<file path="src/rtl/prio_rr_pkg.sv">
package prio_rr_pkg;

  // Channel that follows idx in a ring of n channels.
  function automatic int unsigned ring_next(input int unsigned idx, input int unsigned n);
    return (idx + 1 >= n) ? 0 : idx + 1;
  endfunction

  // Channel that sits off steps after base in a ring of n channels.
  function automatic int unsigned ring_step(input int unsigned base, input int unsigned off,
                                            input int unsigned n);
    return (base + off) % n;
  endfunction

endpackage

</file>
<file path="src/rtl/prio_rr_grp_mask.sv">
module prio_rr_grp_mask #(
  parameter int N_CH    = 8,
  parameter int PRIO_W  = 2,
  parameter int NUM_GRP = 1 << PRIO_W
) (
  input  logic [N_CH-1:0]                 req_i,
  input  logic [N_CH-1:0]                 en_i,
  input  logic [N_CH*PRIO_W-1:0]          prio_i,
  output logic [NUM_GRP-1:0][N_CH-1:0]    grp_mask_o
);

  logic [N_CH-1:0] pending;
  assign pending = req_i & en_i;

  for (genvar g = 0; g < NUM_GRP; g++) begin : g_grp
    for (genvar c = 0; c < N_CH; c++) begin : g_ch
      assign grp_mask_o[g][c] = pending[c] &&
                                (prio_i[c*PRIO_W +: PRIO_W] == PRIO_W'(g));
    end
  end

endmodule

</file>
<file path="src/rtl/prio_rr_group.sv">
module prio_rr_group #(
  parameter int N_CH  = 8,
  parameter int IDX_W = $clog2(N_CH)
) (
  input  logic             clk,
  input  logic             rst_n,
  input  logic [N_CH-1:0]  mask_i,
  input  logic             adv_i,
  output logic             pick_vld_o,
  output logic [IDX_W-1:0] pick_idx_o
);
  import prio_rr_pkg::*;

  logic [IDX_W-1:0] ptr_q;

  // Scans the ring starting one past the pointer; the pointer itself is tried last.
  always_comb begin
    pick_vld_o = 1'b0;
    pick_idx_o = ptr_q;
    for (int off = 1; off <= N_CH; off++) begin
      int unsigned cand;
      cand = ring_step(int'(ptr_q), off, N_CH);
      if (!pick_vld_o && mask_i[cand]) begin
        pick_vld_o = 1'b1;
        pick_idx_o = IDX_W'(cand);
      end
    end
  end

  always_ff @(posedge clk) begin
    if (!rst_n)
      ptr_q <= IDX_W'(N_CH - 1);
    else if (adv_i && pick_vld_o)
      ptr_q <= pick_idx_o;
  end

endmodule

</file>
<file path="src/rtl/prio_rr_grp_sel.sv">
module prio_rr_grp_sel #(
  parameter int NUM_GRP = 4,
  parameter int GRP_W   = $clog2(NUM_GRP)
) (
  input  logic [NUM_GRP-1:0] grp_vld_i,
  output logic               any_o,
  output logic [GRP_W-1:0]   sel_o
);

  // Lowest class number is the most urgent.
  always_comb begin
    sel_o = '0;
    for (int g = NUM_GRP - 1; g >= 0; g--) begin
      if (grp_vld_i[g]) sel_o = GRP_W'(g);
    end
  end

  assign any_o = |grp_vld_i;

endmodule

</file>
<file path="src/rtl/prio_rr_arbiter.sv">
module prio_rr_arbiter #(
  parameter int N_CH   = 8,
  parameter int PRIO_W = 2
) (
  input  logic                     clk,
  input  logic                     rst_n,
  input  logic [N_CH-1:0]          req_i,
  input  logic [N_CH-1:0]          en_i,
  input  logic [N_CH*PRIO_W-1:0]   prio_i,
  input  logic                     accept_i,
  output logic                     grant_valid_o,
  output logic [$clog2(N_CH)-1:0]  grant_idx_o
);
  localparam int NUM_GRP = 1 << PRIO_W;
  localparam int GRP_W   = PRIO_W;
  localparam int IDX_W   = $clog2(N_CH);

  logic [NUM_GRP-1:0][N_CH-1:0]  grp_mask;
  logic [NUM_GRP-1:0]            grp_vld;
  logic [NUM_GRP-1:0][IDX_W-1:0] grp_idx;
  logic [NUM_GRP-1:0]            grp_adv;
  logic                          any_pend;
  logic [GRP_W-1:0]              win_grp;
  logic [IDX_W-1:0]              win_idx;
  logic                          take_evt;
  logic [IDX_W-1:0]              last_q;

  prio_rr_grp_mask #(.N_CH(N_CH), .PRIO_W(PRIO_W), .NUM_GRP(NUM_GRP)) u_mask (
    .req_i      (req_i),
    .en_i       (en_i),
    .prio_i     (prio_i),
    .grp_mask_o (grp_mask)
  );

  for (genvar g = 0; g < NUM_GRP; g++) begin : g_rr
    assign grp_adv[g] = take_evt && (win_grp == GRP_W'(g));
    prio_rr_group #(.N_CH(N_CH), .IDX_W(IDX_W)) u_grp (
      .clk        (clk),
      .rst_n      (rst_n),
      .mask_i     (grp_mask[g]),
      .adv_i      (grp_adv[g]),
      .pick_vld_o (grp_vld[g]),
      .pick_idx_o (grp_idx[g])
    );
  end

  prio_rr_grp_sel #(.NUM_GRP(NUM_GRP), .GRP_W(GRP_W)) u_sel (
    .grp_vld_i (grp_vld),
    .any_o     (any_pend),
    .sel_o     (win_grp)
  );

  assign win_idx  = grp_idx[win_grp];
  assign take_evt = accept_i && any_pend;

  always_ff @(posedge clk) begin
    if (!rst_n)        last_q <= '0;
    else if (any_pend) last_q <= win_idx;
  end

  assign grant_valid_o = any_pend;
  assign grant_idx_o   = any_pend ? win_idx : last_q;

endmodule

</file>
<file path="config.mk">
export PLATFORM = sky130hd
export DESIGN_NAME = prio_rr_arbiter
export DESIGN_NICKNAME = d
export VERILOG_FILES = /design/src/rtl/prio_rr_pkg.sv /design/src/rtl/prio_rr_grp_mask.sv /design/src/rtl/prio_rr_group.sv /design/src/rtl/prio_rr_grp_sel.sv /design/src/rtl/prio_rr_arbiter.sv
export SDC_FILE = /design/constraint.sdc
export NUM_CORES = 1
export LEC_CHECK = 0
export ABC_AREA = 1
export BUFFER_PORTS_ARGS = -buffer_cell sky130_fd_sc_hd__clkbuf_2
export CORE_UTILIZATION = 45
export CTS_BUF_LIST = sky130_fd_sc_hd__clkbuf_4 sky130_fd_sc_hd__clkbuf_8
export DETAILED_ROUTE_END_ITERATION = 16
export PLACE_DENSITY = 0.63
export SYNTH_ARGS = -nofsm -noshare
export SYNTH_HDL_FRONTEND = slang
export SYNTH_SLANG_ARGS = --single-unit
</file>
<file path="constraint.sdc">
create_clock -name clk -period 4.3 [get_ports clk]
set_input_delay 0.215 -clock clk [delete_from_list [all_inputs] [get_ports clk]]
set_output_delay 0.215 -clock clk [all_outputs]
set_load 0.02 [all_outputs]
</file>
==> summary.md <==
| Metric | Value |
|---|---|
| Clk_lat worst skew | 0.25 ns |
| Clk buf depth | 2 |
| Worst Tran Pin Value | 0.541 ns |
| Vias in the first global route | a little over 4,000 |
| Core area | around 0.0087 mm2 |
| Total Neg Setup Slack | 0 ns |
| TritonRoute pass-1 iters | 5 |
| Worst vdd rail ir drop | roughly 0.67 mV |
| DRT Wirelength | ~12,000 um |
| Crit path arrival time | approximately 3.5 ns |
| Post-Route Utilization | 49.0% |
| First-pass GRT wire length | about 19,000 um |
| Hold WC Path Type | in -> reg |
| Max Cap Violations | 0 |
| WP data required | 4.09 ns |
| PortBufs | 38 |
| Critical path class | reg -> out |
| Total GRT Usage | 26.6% |
| Slew Viols, Final | 0 |
| Clk root buf | clkbuf_8 |
| P&R area growth vs syn | 6.03% |
| Largest net degree at the start of global routing | 14 |
| Status | finished, final reports clean |
| Fillers | ~950 |
| RSZ-0062 raised after global routing | false |
| WL/cell | 13.4 um |
| Mapped Cells | roughly 750 |
| Hpwl dp | a little under 10,000 um |
| Share of cells above drive strength 1 | 16.4% |
| Met2 wire len | 5530 um |
| CTS tree | done |
| FP Rows | 34 |
| Area share of the largest cell type after synthesis | 19.9% |
| CP Launch Type | flop |
| Final setup viols | 0 |
| Crit. End Element | output pin |
| Period utilization | 86.7% |
| Vias | ~4,700 |
| Max Fclk | between 0.2 and 0.3 GHz |
| Top sig layer | met4 |
| DR vias/cell | 5.31 |
| Die height | 96.4 um |
| Clock Sink Count | 15 |
| GP Congestion | 0.937 |
| Worst-path maximum fanout | 9 |
| ANT cells | 0 |
| Post-synthesis sequential area ratio | 7.49% |
| Die area | approximately 0.0093 mm2 |
| Power per cell area | just over 700 mW/mm2 |
| Slew Limit Headroom | 63.9% |
| Grt total ovfl | 0 |
| Setup Skew | 0.00114 ns |
| Area contributors post-synth | nand2_1 (20%), nand3_1 (18%), inv_1 (9.0%), nor2_1 (8.8%), dfxtp_1 (7.5%) |
| I/O pin cnt | 39 |
| DRC violations left | 0 |
| Initial Util | 46.2% |
| Initial drt markers | 284 |
| M1 WL | 5500 um |
| Yosys cell types | 40 |
| Register bit total from synthesis | 15 |
| Synth warn | 0 |
| Die Span X | 96.4 um |
| Synth Area per Inst | 5.32 um2 |
| Post-Syn Area | 0.00401 mm2 |
| Post-route ant nets | 0 |
| CTS Buf Count | 3 |
| Synth Net Count | about 800 |
| Worst-path clk slew | 0.07 ns |
| Min Tclk post-route | 3.73 ns |
| Met3 WL | 690 um |
| Synth area leader | nand2_1 |
| CTS H-tree depth | 1 |
| Nets | 819 |
| Overall Power | 2990 uW |
| Post-CTS Hold Buffers | 0 |
| Final hold vios | 0 |
| Initial antenna violation count | 0 |
| Leak | 0.00240 uW |
synth_stat cells (all sizes together):
cell type,instances
nand2,230
nand3,173
nor2,110
inv,108
o21ai,29
a21oi,18
buf,18
dfxtp,15
nand4,14
ha,8
xnor2,7
a31oi,6
xor2,5
clkbuf,3
o22ai,3
clkinv,2
nor3,1
o211ai,1
o21a,1
or2,1
path summary, 6_finish.rpt:
| check | endpoint | cells past startpoint | slack [ns] | startpoint |
|---|---|---|---|---|
| min | g_rr[1].u_grp.ptr_q[0] | 2 | 0.20 | rst_n |
| max reg2reg | last_q[0] | 19 | 1.05 | g_rr[2].u_grp.ptr_q[1] |
| max | grant_idx_o[1] | 19 | 0.57 | g_rr[2].u_grp.ptr_q[1] |
| min reg2reg | last_q[2] | 3 | 0.56 | last_q[2] |
what timing repair did:
action / 4_1_cts / 5_1_grt
setup endpoints to repair: 0 / 2
buffers inserted: 0 / 0
gates resized for setup: 0 / 1
critical path: stages (launching register included):
cell and delay (ns):
dfxtp_1 0.51, clkinv_1 0.32, ha_1 0.51, inv_1 0.17
nand3_1 0.12, nand2_1 0.10, nand2_1 0.06, nand2_2 0.14
nand3_2 0.11, nor2_4 0.14, nand4_2 0.13, nor2_4 0.16
nand2_2 0.10, a21oi_1 0.19, nand2_1 0.07, nand3_1 0.08
nand2_1 0.06, nand2_1 0.08, inv_1 0.04, clkbuf_2 0.14
stage by stage:
| stage | instance area [um2] | hold WS [ns] | instances | setup WS, ns |
|---|---|---|---|---|
| 2_1_floorplan | 4010 | 0.291 | 753 | 1.33 |
| 5_1_grt | 4250 | 0.199 | 883 | 0.170 |
| 3_3_place_gp | 4200 | 0.445 | 879 | 0.673 |
| 6_report | 4250 | 0.200 | 883 | 0.571 |
| 3_5_place_dp | 4200 | 0.453 | 879 | 0.645 |
| 4_1_cts | 4250 | 0.191 | 883 | 0.353 |
sequential cells by signal, indices dropped and copies added (netlist names):
| signal | flops |
|---|---|
| g_rr.u_grp.ptr_q | 12 |
| last_q | 3 |
kinds of logic after synthesis:
logic type      Yosys count  share of synthesized area [%]
simple gates            529                           64.5
fa+ha+maj                 8                           2.50
compound gates           58                           7.84
flops                    15                           7.49
buf+inv                 131                           13.8
xor+xnor                 12                           3.84
area by class of cell:
type,instances,area [um2],share of cell area (%)
timing repair buffer,39,198,4.65
inverter,110,415,9.78
clock inverter,1,5.00,0.118
tap,108,135,3.18
sequential,15,302,7.10
multi-input combinational,607,3150,74.2
clock buffer,3,41.3,0.972
layer usage:
| metal | GRT usage, % | vias up |
|---|---|---|
| met3 | 2.90 | 14 |
| met1 | 36.1 | 2073 |
| met2 | 45.2 | 143 |
| li1 | - | 2462 |
| met4 | 5.51 | 0 |
| met5 | 0 | - |
layout by cell type (no fill, tap or decap), types with 14 or more instances in the layout:
cell type / netlist / final
inv_1: 96 / 96
dfxtp_1: 15 / 14
nor2_1: 94 / 94
clkbuf_2: 0 / 38
o21ai_0: 22 / 22
nand3_2: 25 / 25
nand2_2: 16 / 16
nand2_1: 212 / 212
a21oi_1: 18 / 18
nand3_1: 146 / 146
report_power, final:
group	switching [uW]	internal, uW
registers	71.6	175
logic	1780	845
clock network	55.4	64.3
total	1910	1080
Power figures use the tool's default switching activity.
